==> src/rtl/nand_ecc_pkg.sv <==
// Package: shared state type and control-word field positions for the
// NAND ECC session sequencer. Assumes an 8-bit control word.
package nand_ecc_pkg;
    typedef enum logic [2:0] {
        ST_IDLE,
        ST_MSG,
        ST_PAR,
        ST_SRCH,
        ST_DONE
    } seq_state_t;

    localparam int unsigned CTL_LOCK_BIT = 7;
    localparam int unsigned CTL_INIT_BIT = 5;
    localparam int unsigned CTL_LEN_BIT  = 4;
    localparam int unsigned CTL_TYPE_LO  = 2;
    localparam logic [1:0]  ECC_TYPE_8B  = 2'b01;
endpackage

==> src/rtl/nand_ecc_cfg.sv <==
// Control word decode: holds the lock bit, qualifies the init strobe
// (lock already clear and type 8-bit), and captures length and direction
// at an accepted init. Assumes one control write per cycle at most.
module nand_ecc_cfg
    import nand_ecc_pkg::*;
(
    input  logic       clk,
    input  logic       rst_n,
    input  logic       cfg_we,
    input  logic [7:0] cfg_wdata,
    input  logic       dec_sel,
    output logic       lock_q,
    output logic       init_go,
    output logic       short_q,
    output logic       dec_q
);
    logic unused_cfg_bits;
    assign unused_cfg_bits = ^{cfg_wdata[6], cfg_wdata[1:0]};

    // Init is accepted only with the lock already clear and the 8-bit type.
    assign init_go = cfg_we && cfg_wdata[CTL_INIT_BIT] && !lock_q
                     && (cfg_wdata[CTL_TYPE_LO +: 2] == ECC_TYPE_8B);

    // Lock register: set by reset, loaded by every control write.
    always_ff @(posedge clk) begin
        if (!rst_n) begin
            lock_q <= 1'b1;
        end else if (cfg_we) begin
            lock_q <= cfg_wdata[CTL_LOCK_BIT];
        end
    end

    // Session mode capture at accepted init.
    always_ff @(posedge clk) begin
        if (!rst_n) begin
            short_q <= 1'b0;
            dec_q   <= 1'b0;
        end else if (init_go) begin
            short_q <= cfg_wdata[CTL_LEN_BIT];
            dec_q   <= dec_sel;
        end
    end
endmodule

==> src/rtl/nand_ecc_fsm.sv <==
// Session sequencer: counts message bytes, then parity bytes in decode
// direction, then runs the fixed search latency. Produces the strobes for
// the accumulator and the two done flags. Assumes init_go outranks strobes.
module nand_ecc_fsm
    import nand_ecc_pkg::*;
#(
    parameter int MSG_LONG   = 512,
    parameter int MSG_SHORT  = 24,
    parameter int PAR_BYTES  = 13,
    parameter int SEARCH_CYC = 372,
    parameter int LANE_W     = $clog2(PAR_BYTES)
) (
    input  logic              clk,
    input  logic              rst_n,
    input  logic              init_go,
    input  logic              lock,
    input  logic              short_sel,
    input  logic              dec_mode,
    input  logic              dat_stb,
    output logic              acc_en,
    output logic              cmp_en,
    output logic              latch_en,
    output logic [LANE_W-1:0] lane,
    output logic              enc_done,
    output logic              dec_done,
    output logic              srch_active
);
    localparam int CNT_W = $clog2(MSG_LONG);
    localparam int TMR_W = $clog2(SEARCH_CYC);
    localparam logic [CNT_W-1:0]  LONG_LAST  = CNT_W'(MSG_LONG - 1);
    localparam logic [CNT_W-1:0]  SHORT_LAST = CNT_W'(MSG_SHORT - 1);
    localparam logic [LANE_W-1:0] LANE_LAST  = LANE_W'(PAR_BYTES - 1);
    localparam logic [TMR_W-1:0]  TMR_LAST   = TMR_W'(SEARCH_CYC - 1);

    seq_state_t       state_q;
    logic [CNT_W-1:0] cnt_q;
    logic [TMR_W-1:0] tmr_q;
    logic             stb_ok;
    logic             msg_last;

    // A strobe counts only when unlocked and not colliding with init.
    assign stb_ok      = dat_stb && !lock && !init_go;
    assign msg_last    = cnt_q == (short_sel ? SHORT_LAST : LONG_LAST);
    assign acc_en      = (state_q == ST_MSG) && stb_ok;
    assign latch_en    = acc_en && msg_last;
    assign cmp_en      = (state_q == ST_PAR) && stb_ok;
    assign srch_active = state_q == ST_SRCH;

    // Session state, byte and lane counters, search timer and done flags.
    always_ff @(posedge clk) begin
        if (!rst_n) begin
            state_q  <= ST_IDLE;
            cnt_q    <= '0;
            lane     <= '0;
            tmr_q    <= '0;
            enc_done <= 1'b0;
            dec_done <= 1'b0;
        end else if (init_go) begin
            state_q  <= ST_MSG;
            cnt_q    <= '0;
            lane     <= '0;
            tmr_q    <= '0;
            enc_done <= 1'b0;
            dec_done <= 1'b0;
        end else begin
            unique case (state_q)
                ST_MSG: begin
                    if (acc_en) begin
                        if (msg_last) begin
                            cnt_q    <= '0;
                            lane     <= '0;
                            state_q  <= dec_mode ? ST_PAR : ST_DONE;
                            enc_done <= !dec_mode;
                        end else begin
                            cnt_q <= cnt_q + 1'b1;
                            lane  <= (lane == LANE_LAST) ? '0 : lane + 1'b1;
                        end
                    end
                end
                ST_PAR: begin
                    if (cmp_en) begin
                        if (lane == LANE_LAST) begin
                            lane    <= '0;
                            tmr_q   <= '0;
                            state_q <= ST_SRCH;
                        end else begin
                            lane <= lane + 1'b1;
                        end
                    end
                end
                ST_SRCH: begin
                    if (tmr_q == TMR_LAST) begin
                        state_q  <= ST_DONE;
                        dec_done <= 1'b1;
                    end else begin
                        tmr_q <= tmr_q + 1'b1;
                    end
                end
                default: begin
                    state_q <= state_q;
                end
            endcase
        end
    end
endmodule

==> src/rtl/nand_ecc_acc.sv <==
// Placeholder parity engine: one XOR lane per parity byte, a parity
// register latched at message end, and a sticky mismatch flag set while
// stored parity bytes are compared. Assumes lane < PAR_BYTES.
module nand_ecc_acc #(
    parameter int PAR_BYTES = 13,
    parameter int LANE_W    = $clog2(PAR_BYTES)
) (
    input  logic                   clk,
    input  logic                   rst_n,
    input  logic                   clr,
    input  logic                   acc_en,
    input  logic                   cmp_en,
    input  logic                   latch_en,
    input  logic [LANE_W-1:0]      lane,
    input  logic [7:0]             dat_byte,
    output logic [8*PAR_BYTES-1:0] parity_q,
    output logic                   mismatch_q
);
    logic [7:0] acc_q   [PAR_BYTES];
    logic [7:0] acc_upd [PAR_BYTES];
    logic [7:0] lane_sel;

    for (genvar g = 0; g < PAR_BYTES; g++) begin : g_lane
        // Next value of this lane including the byte accepted this cycle.
        assign acc_upd[g] = (acc_en && lane == LANE_W'(g)) ? (acc_q[g] ^ dat_byte) : acc_q[g];

        // Lane accumulator, cleared at init.
        always_ff @(posedge clk) begin
            if (!rst_n || clr) begin
                acc_q[g] <= '0;
            end else begin
                acc_q[g] <= acc_upd[g];
            end
        end

        // Parity register for this lane, loaded at message end.
        always_ff @(posedge clk) begin
            if (!rst_n) begin
                parity_q[8*g +: 8] <= '0;
            end else if (latch_en) begin
                parity_q[8*g +: 8] <= acc_upd[g];
            end
        end
    end

    // Pick the accumulated lane that the incoming stored byte is checked against.
    always_comb begin
        lane_sel = '0;
        for (int i = 0; i < PAR_BYTES; i++) begin
            if (lane == LANE_W'(i)) begin
                lane_sel = acc_q[i];
            end
        end
    end

    // Sticky mismatch flag over the stored parity bytes.
    always_ff @(posedge clk) begin
        if (!rst_n || clr) begin
            mismatch_q <= 1'b0;
        end else if (cmp_en && (dat_byte != lane_sel)) begin
            mismatch_q <= 1'b1;
        end
    end
endmodule

==> src/rtl/nand_ecc_seq.sv <==
// Top of the NAND ECC session sequencer: control decode, session FSM and
// placeholder parity engine. Assumes a single clock with synchronous reset.
module nand_ecc_seq #(
    parameter int MSG_LONG   = 512,
    parameter int MSG_SHORT  = 24,
    parameter int PAR_BYTES  = 13,
    parameter int SEARCH_CYC = 372
) (
    input  logic                   clk,
    input  logic                   rst_n,
    input  logic                   cfg_we,
    input  logic [7:0]             cfg_wdata,
    input  logic                   dec_sel,
    input  logic                   dat_stb,
    input  logic [7:0]             dat_byte,
    output logic                   lock,
    output logic [7:0]             status,
    output logic                   enc_done,
    output logic                   dec_done,
    output logic                   err_found,
    output logic [8*PAR_BYTES-1:0] parity
);
    localparam int LANE_W = $clog2(PAR_BYTES);

    logic              init_go;
    logic              short_q;
    logic              dec_q;
    logic              acc_en;
    logic              cmp_en;
    logic              latch_en;
    logic [LANE_W-1:0] lane;
    logic              mismatch;
    logic              srch_active;

    nand_ecc_cfg u_cfg (
        .clk       (clk),
        .rst_n     (rst_n),
        .cfg_we    (cfg_we),
        .cfg_wdata (cfg_wdata),
        .dec_sel   (dec_sel),
        .lock_q    (lock),
        .init_go   (init_go),
        .short_q   (short_q),
        .dec_q     (dec_q)
    );

    nand_ecc_fsm #(
        .MSG_LONG   (MSG_LONG),
        .MSG_SHORT  (MSG_SHORT),
        .PAR_BYTES  (PAR_BYTES),
        .SEARCH_CYC (SEARCH_CYC),
        .LANE_W     (LANE_W)
    ) u_fsm (
        .clk         (clk),
        .rst_n       (rst_n),
        .init_go     (init_go),
        .lock        (lock),
        .short_sel   (short_q),
        .dec_mode    (dec_q),
        .dat_stb     (dat_stb),
        .acc_en      (acc_en),
        .cmp_en      (cmp_en),
        .latch_en    (latch_en),
        .lane        (lane),
        .enc_done    (enc_done),
        .dec_done    (dec_done),
        .srch_active (srch_active)
    );

    nand_ecc_acc #(
        .PAR_BYTES (PAR_BYTES),
        .LANE_W    (LANE_W)
    ) u_acc (
        .clk        (clk),
        .rst_n      (rst_n),
        .clr        (init_go),
        .acc_en     (acc_en),
        .cmp_en     (cmp_en),
        .latch_en   (latch_en),
        .lane       (lane),
        .dat_byte   (dat_byte),
        .parity_q   (parity),
        .mismatch_q (mismatch)
    );

    // Error indication is only meaningful once the search has finished.
    assign err_found = mismatch && dec_done;
    assign status    = {1'b0, dec_done, 1'b0, enc_done, 4'b0000};
endmodule

==> config.mk <==
export PLATFORM = sky130hd
export DESIGN_NAME = nand_ecc_seq
export DESIGN_NICKNAME = d
export VERILOG_FILES = /design/src/rtl/nand_ecc_pkg.sv /design/src/rtl/nand_ecc_cfg.sv /design/src/rtl/nand_ecc_fsm.sv /design/src/rtl/nand_ecc_acc.sv /design/src/rtl/nand_ecc_seq.sv
export SDC_FILE = /design/constraint.sdc
export NUM_CORES = 1
export LEC_CHECK = 0
export ABC_CLOCK_PERIOD_IN_PS = 6900
export BUFFER_PORTS_ARGS = -buffer_cell sky130_fd_sc_hd__buf_2
export CORE_MARGIN = 2
export CORE_UTILIZATION = 45
export DETAILED_ROUTE_END_ITERATION = 12
export GPL_TIMING_DRIVEN = 0
export PLACE_DENSITY = 0.67
export SKIP_CTS_REPAIR_TIMING = 1
export SYNTH_ARGS = -nofsm -noshare
export SYNTH_HDL_FRONTEND = slang
export SYNTH_SLANG_ARGS = --single-unit
==> constraint.sdc <==
create_clock -name clk -period 6.9 [get_ports clk]
set_input_delay 1.035 -clock clk [delete_from_list [all_inputs] [get_ports clk]]
set_output_delay 1.035 -clock clk [all_outputs]
set_load 0.05 [all_outputs]
# Word level (Yosys, flattened, before mapping)
# Memories as Yosys holds them, arrays and structs flattened.
# Index checks and enable logic that the tools add are counted.
# word_totals
out_inout_bits,116
mem_count,1
word_cells,187
input_bits,21
reg_bits,135
mem_bits_rw,104
# classes
reduce_logical,41
mux,61
addsub,3
n_eq_ne,30
n_bitwise,27
# memory_table
memory,words,word_bits,rd,rd_clocked_by_memory_dff,wr,line,source
u_acc.acc_q,13,8,13,0,13,nand_ecc_acc.sv:19,logic [7:0] acc_q [PAR_BYTES];
# ops
operator,n
$mux W8,39
$xor A8 B8 Y8,13
$mux W9,5
$logic_and A1 B1 Y1,23
$eq A4 B4 Y1 const B,5
$add A9 B1 Y9 const B,2
$mux W3,6
$pmux W9 S2,1
$eq A4 B3 Y1 const B,4
$mux W4,4
$ne A3 B1 Y1 const B,5
$or A1 B1 Y1,13
$reduce_and A6 Y1,2
$ne A2 B1 Y1 const B,5
$eq A9 B9 Y1,1
$eq A9 B9 Y1 const B,1
$pmux W3 S3,1
$eq A4 B2 Y1 const B,2
$ne A8 B8 Y1,1
$pmux W4 S2,1
$eq A3 B2 Y1 const B,2
$reduce_and A3 Y1,2
$add A4 B1 Y4 const B,1
$eq A4 B1 Y1 const B,1
14 further kinds,22

# Longest topological paths before layout
# logic_depth
ltp_word,16
ltp_mapped,12
ltp_nobuf,9

# By module
# A second synthesis with hierarchy kept.
# hier_totals
cells_unflattened,1212
area_unflattened_um2,10860.4
# by_module_without_submodules
mod,cells_per_inst,n_inst,area_per_inst_um2,seq_area_each_um2
nand_ecc_acc,1026,1,9227.6,4184.0
nand_ecc_fsm,163,1,1438.9,540.5
nand_ecc_cfg,13,1,123.9,60.1
nand_ecc_seq,10,1,70.1,0.0

# Worst setup path after synthesis
# OpenSTA, ideal clock, no wires.
# synth_path
path_kind,input -> register
start,input cfg_wdata[5]
end,register u_fsm.tmr_q[7]
n_path_buf,0
setup_ns,0.120
setup_slack_ns,4.166
t_arrival_ns,2.614
required_ns,6.780
cell_stages,7
path_cell_list,and4b_1 > or4_1 > a21oi_4 > nand2_1 > or3_1 > xnor2_1 > nor2_1
# synth_between
elab_chain_len,8
elab_cells_between_ends,9
classes_between,eq/ne: 1; reduce/logical: 8
# synth_rtl
element,line,source
"start, declared",nand_ecc_seq.sv:12,"input logic [7:0] cfg_wdata,"
$logic_and A1 B1 Y1 * (2 in series),nand_ecc_cfg.sv:21,assign init_go = cfg_we && cfg_wdata[CTL_INIT_BIT] && !lock_q
$logic_and A1 B1 Y1 *,nand_ecc_cfg.sv:22,&& (cfg_wdata[CTL_TYPE_LO +: 2] == ECC_TYPE_8B);
$logic_not A1 Y1,nand_ecc_fsm.sv:42,assign stb_ok = dat_stb && !lock && !init_go;
$logic_and A1 B1 Y1,nand_ecc_fsm.sv:42,
$logic_and A1 B1 Y1,nand_ecc_fsm.sv:46,assign cmp_en = (state_q == ST_PAR) && stb_ok;
$ne A2 B1 Y1 (no line),-,
$reduce_and A4 Y1 (no line),-,
"end signal, assigned",nand_ecc_fsm.sv:96,tmr_q <= tmr_q + 1'b1;
"end, declared",nand_ecc_fsm.sv:37,logic [TMR_W-1:0] tmr_q;
# Mark *: on every way between the ends. The rest lies on a longest branch, timed or not.
# A chain may end at the register's enable or synchronous reset.

# Worst setup path in the final report
# layout_path
start,register u_fsm.lane[1]
end,register u_acc.mismatch_q
# layout_between
elab_chain_len,16
elab_cells_between_ends,28
classes_between,eq/ne: 13; mux: 13; reduce/logical: 2
# layout_rtl
element,line,source
"start, declared",nand_ecc_fsm.sv:23,"output logic [LANE_W-1:0] lane,"
"start signal, assigned",nand_ecc_fsm.sv:76,lane <= (lane == LANE_LAST) ? '0 : lane + 1'b1;
"start signal, assigned",nand_ecc_fsm.sv:87,lane <= lane + 1'b1;
$logic_not A4 Y1,nand_ecc_acc.sv:50,if (lane == LANE_W'(i)) begin
$mux W8 (12 in series),nand_ecc_acc.sv:50,
$mux W8 *,nand_ecc_acc.sv:50,
$ne A8 B8 Y1 *,nand_ecc_acc.sv:60,end else if (cmp_en && (dat_byte != lane_sel)) begin
$logic_and A1 B1 Y1 *,nand_ecc_acc.sv:60,
"end signal, assigned",nand_ecc_acc.sv:59,mismatch_q <= 1'b0;
"end signal, assigned",nand_ecc_acc.sv:61,mismatch_q <= 1'b1;
"end, declared",nand_ecc_acc.sv:17,output logic mismatch_q
# Marks and branches as above.

==> out/results.md <==
| Stage | Quantity | Reported |
|:---|:---|:---|
| floorplan | Horizontal die dimension | 160 um |
| synthesis | Post-synth ARST share | 0% |
| hold path | Beginning of the worst hold path | u_acc.parity_q[6] |
| route | Detail-routed via count per cell | 5.56 |
| critical path | Critical Path AT | 3710 ps |
| place | Detail Placement HPWL | 25.5 mm |
| hold path | Min-Delay Path Class | flop to flop |
| grt | All-layer global routing usage | 26.7% |
| synthesis | Share of the synthesized area in compound gates (AO/OA/AOI/OAI) | 19.4% |
| power | Share of total power consumed by net switching | 21.1% |
| sta | Worst max-slew margin expressed relative to the limit | 31.9% |
| clock network | Number of buffers on the longest clock path | 3 |
| place | Count of buffers from port buffering | 127 |
| clock network | Number of clock sinks seen by CTS | 239 |
| sta | Setup tns final | 0 ps |
| floorplan | Die extent in y | 160 um |
| route | Count of TritonRoute iterations in the first routing pass | 7 |
| power | Clock group share of total power | 51.9% |
| power | Combinational fraction of design power | 2.2% |
| floorplan | Starting density of the core | 46.1% |
| critical path | Worst Path Max Fanout | 10 |
| status | Outcome | finished, final reports clean |
| power | Ratio of total power to cell area | 233 nW/um2 |
| sta | Worst Skew | 12.5 ps |
| sta | Hold violation total from the final report | 0 |
| sta | Pins Over Slew Limit | 0 |
| synthesis | Area fraction in and, or, nand and nor cells after synthesis | 20.6% |
| clock network | TritonCTS clock tree | yes |
| grt | Overall overflow remaining after global route | 0 |
| route | Overall via count from detail_route | 9696 |
| synthesis | Dominant combinational cell family by area after synthesis | simple AND/OR/NAND/NOR gates |
| route | Per-cell routed wire length | 20.0 um |
| clock network | Clock buffer count from CTS | 26 |
| synthesis | Post-Synth XOR/XNOR Area | 9.82% |
| synthesis | Synth Warn # | 0 |
| power | Share of power burned in registers | 45.8% |
| sta | Upper clock frequency limit | 0.308 GHz |
| sta | Setup Viol. Count Final | 0 |
| power | Switching pwr | 0.635 mW |
| floorplan | Total number of placement rows | 56 |
| synthesis | Number of unique standard cell types used by synthesis | 77 |
| route | Initial drt markers | 773 |
| synthesis | Number of enable-type register cells in the synthesized netlist | 0 |
| cells and area | Final standard cell count with taps included and fillers excluded | 1745 |
| grt | Via count of the first global-routing pass | 9545 |
| critical path | Setup crit start kind | flop |
| critical path | Launch point of the critical path | u_fsm.lane[1] |
| clock network | Worst skew pair latency | 540 ps |
| critical path | Required time of the worst setup path | 7360 ps |
| route | Residual antenna-violating net count after detailed routing | 0 |
| critical path | Startpoint of the worst register-to-register path | u_fsm.lane[1] |
| grt | Initial antenna violation count | 0 |
| critical path | Sort of element at the end of the critical path | flop |
| route | Total Wirelength | 34.8 mm |
| cells and area | Fin nets | 1435 |
| clock network | Cell at the root of the clock tree | clkbuf_16 |
| floorplan | Total die area | 25400 um2 |
| synthesis | Synthesized instance count | 1248 |
| clock network | Number of levels the H-tree was split into | 1 |
| floorplan | Core box area | 23600 um2 |
| power | Worst voltage drop across the vdd grid | 147 uV |
| grt | Global-route wire length before repair | 53.9 mm |
| synthesis | Post-synthesis cell area | 10900 um2 |
| synthesis | Proportion of synthesized chip area in sequential cells | 44.0% |
| synthesis | Average instance area after synthesis | 8.72 um2 |
| synthesis | Area share of fa/ha/maj cells after synthesis | 0.690% |
| sta | Time the final worst path needs with I/O delays and setup | 3250 ps |
| grt | Maximum number of pins on one net before global-route repair | 15 |
| sta | Worst-case hold slack | 490 ps |
| sta | Unrepaired setup endpoints after global routing | no |
| synthesis | Portion of netlist area occupied by mux cells | 0.276% |
| cells and area | Filler instances | 2236 |
| floorplan | Count of boundary I/O pins | 137 |
| sta | Period utilisation layout | 47.1% |
| flow run | Number of maximum-capacitance violations | 0 |
| place | Final weighted congestion of routability-driven global placement | 0.984 |
| power | Reported leakage power | 6.15 nW |
| place | Cells after DPL | 1699 |
| clock network | Clk pin slew, worst setup/hold paths | 60 ps |
| power | Internal power consumption | 2.38 mW |
| critical path | Critical Setup Path Class | flop to flop |
| cells and area | Growth of design area from synthesis to finish | 18.5% |
| cells and area | Fraction of layout instances using a drive strength above 1 | 16.7% |
| cells and area | Antenna cell count | 0 |
| synthesis | Count of state elements after synthesis | 239 |
| route | Detailed-route DRC error count | 0 |
| synthesis | Top FF cell, synth | dfxtp_1 |
| sta | Transition at the pin with the smallest max-transition slack | 1020 ps |
[cell usage in the layout, fill, tap and decap left out, drive strengths merged, types with 4 or more instances in the layout]
master and n:
dfxtp 239, clkbuf 75, nor2 252, o22ai 12, a22oi 12, o21ai 20
o211a 104, xor2 10, nor2b 14, nand3 8, nand4b 4, a221oi 6
ha 6, bufinv 6, a21oi 33, and3 5, a31oi 4, nand2 155
a211oi 9, conb 6, nand2b 10, nand4 6, o31ai 6, buf 187
and2 4, a2111oi 4, nand3b 13, or3 5, a221o 8, o2111ai 4
xnor2 112, inv 17, nor3 14
[power by group through the flow]
stage                     clock network, mW  registers [mW]  logic [mW]
after floorplan                           0            1.41      0.0401
after detailed placement                  0            1.41      0.0659
after global placement                    0            1.41      0.0656
after CTS                              1.58            1.38      0.0661
final                                  1.56            1.38      0.0667
after global routing                   1.64            1.38      0.0715
[synth_stat cells (5+ instances only)]
| library cell | number | area share [%] |
|---|---|---|
| o21ai_0 | 17 | 0.78 |
| dfxtp_1 | 239 | 44 |
| a221oi_1 | 5 | 0.40 |
| nand4_1 | 6 | 0.34 |
| o22ai_1 | 12 | 0.69 |
| nand3_1 | 8 | 0.37 |
| nand3b_1 | 12 | 0.83 |
| and3_1 | 5 | 0.29 |
| nor3_1 | 13 | 0.60 |
| ha_1 | 6 | 0.69 |
| xnor2_1 | 112 | 9.0 |
| nor2_1 | 251 | 8.7 |
| clkbuf_1 | 40 | 1.4 |
| nor2b_1 | 14 | 0.80 |
| or3_1 | 5 | 0.29 |
| a21oi_1 | 32 | 1.5 |
| a22oi_1 | 12 | 0.83 |
| a211oi_1 | 9 | 0.62 |
| o211a_1 | 104 | 9.6 |
| buf_4 | 19 | 1.3 |
| nand2_1 | 155 | 5.3 |
| inv_1 | 17 | 0.59 |
| buf_2 | 36 | 1.7 |
| nand2b_1 | 10 | 0.57 |
| o31ai_1 | 6 | 0.41 |
| a221o_1 | 8 | 0.74 |
| xor2_1 | 10 | 0.80 |
[stage by stage]
step                cell area, um2  power (mW)  setup WS (ps)  util, %
finish                       12900        3.01           3650     54.6
global route                 12900        3.09           3510     54.6
CTS                          12900        3.03           3740     54.6
detailed placement           11900        1.48           3490     50.6
global placement             11900        1.48           3470     50.6
floorplan                    10900        1.45           4170        -
[cells by family (layout without fill, tap and decap cells)]
group | Yosys count | count (layout)
AO/OA/AOI/OAI | 252 | 252
XOR/XNOR | 122 | 122
buffers and inverters | 117 | 290
AND/OR/NAND/NOR | 508 | 508
other | 1 | 6
flip-flops | 239 | 239
adder cells (fa/ha/maj) | 6 | 6
multiplexers | 3 | 3
[metal layers]
| metal | global-route usage [%] | vias to the layer above | wire [um] |
|---|---|---|---|
| li1 | - | 4596 | - |
| met1 | 35.0 | 4651 | 15100 |
| met2 | 44.2 | 368 | 16100 |
| met3 | 3.96 | 81 | 2110 |
| met4 | 10.9 | 0 | 1450 |
| met5 | 0 | - | 0 |
[critical path, cell delays in order, from the launching register on]
cell and delay [ps]:
dfxtp_1 340, inv_1 110, ha_1 150, clkbuf_1 280, buf_2 340, buf_2 300
nand2_1 360, o21ai_0 490, a21oi_1 130, nor4_1 430, a2111oi_2 90, a31oi_1 170
[sequential cells by signal, indices dropped and copies added, names as in the netlist]
name,flops
u_fsm.cnt_q,9
u_acc.acc_q,104
u_fsm.state_q,3
u_acc.parity_q,104
u_fsm.lane,4
u_cfg.dec_q,1
u_cfg.short_q,1
u_acc.mismatch_q,1
u_fsm.enc_done,1
u_cfg.lock_q,1
u_fsm.dec_done,1
u_fsm.tmr_q,9
[worst paths after layout]
| kind | end | depth (start not counted) | slack, ps |
|---|---|---|---|
| max reg2reg | u_acc.mismatch_q | 11 | 3650 |
| min reg2reg | u_acc.parity_q[6] | 1 | 490 |
| min | u_acc.parity_q[6] | 1 | 490 |
| max | u_acc.mismatch_q | 11 | 3650 |
[area by class of cell]
type                       instances  area, um2  share of cell area (%)
clock buffer                      35        746                    5.78
timing repair buffer             127        636                    4.93
tap                              319        399                    3.09
sequential                       239       4780                    37.1
multi-input combinational        897       5560                    43.1
buffer                           100        499                    3.87
clock inverter                    11        218                    1.69
inverter                          17       63.8                   0.495
(Power assumes the default switching activity.)
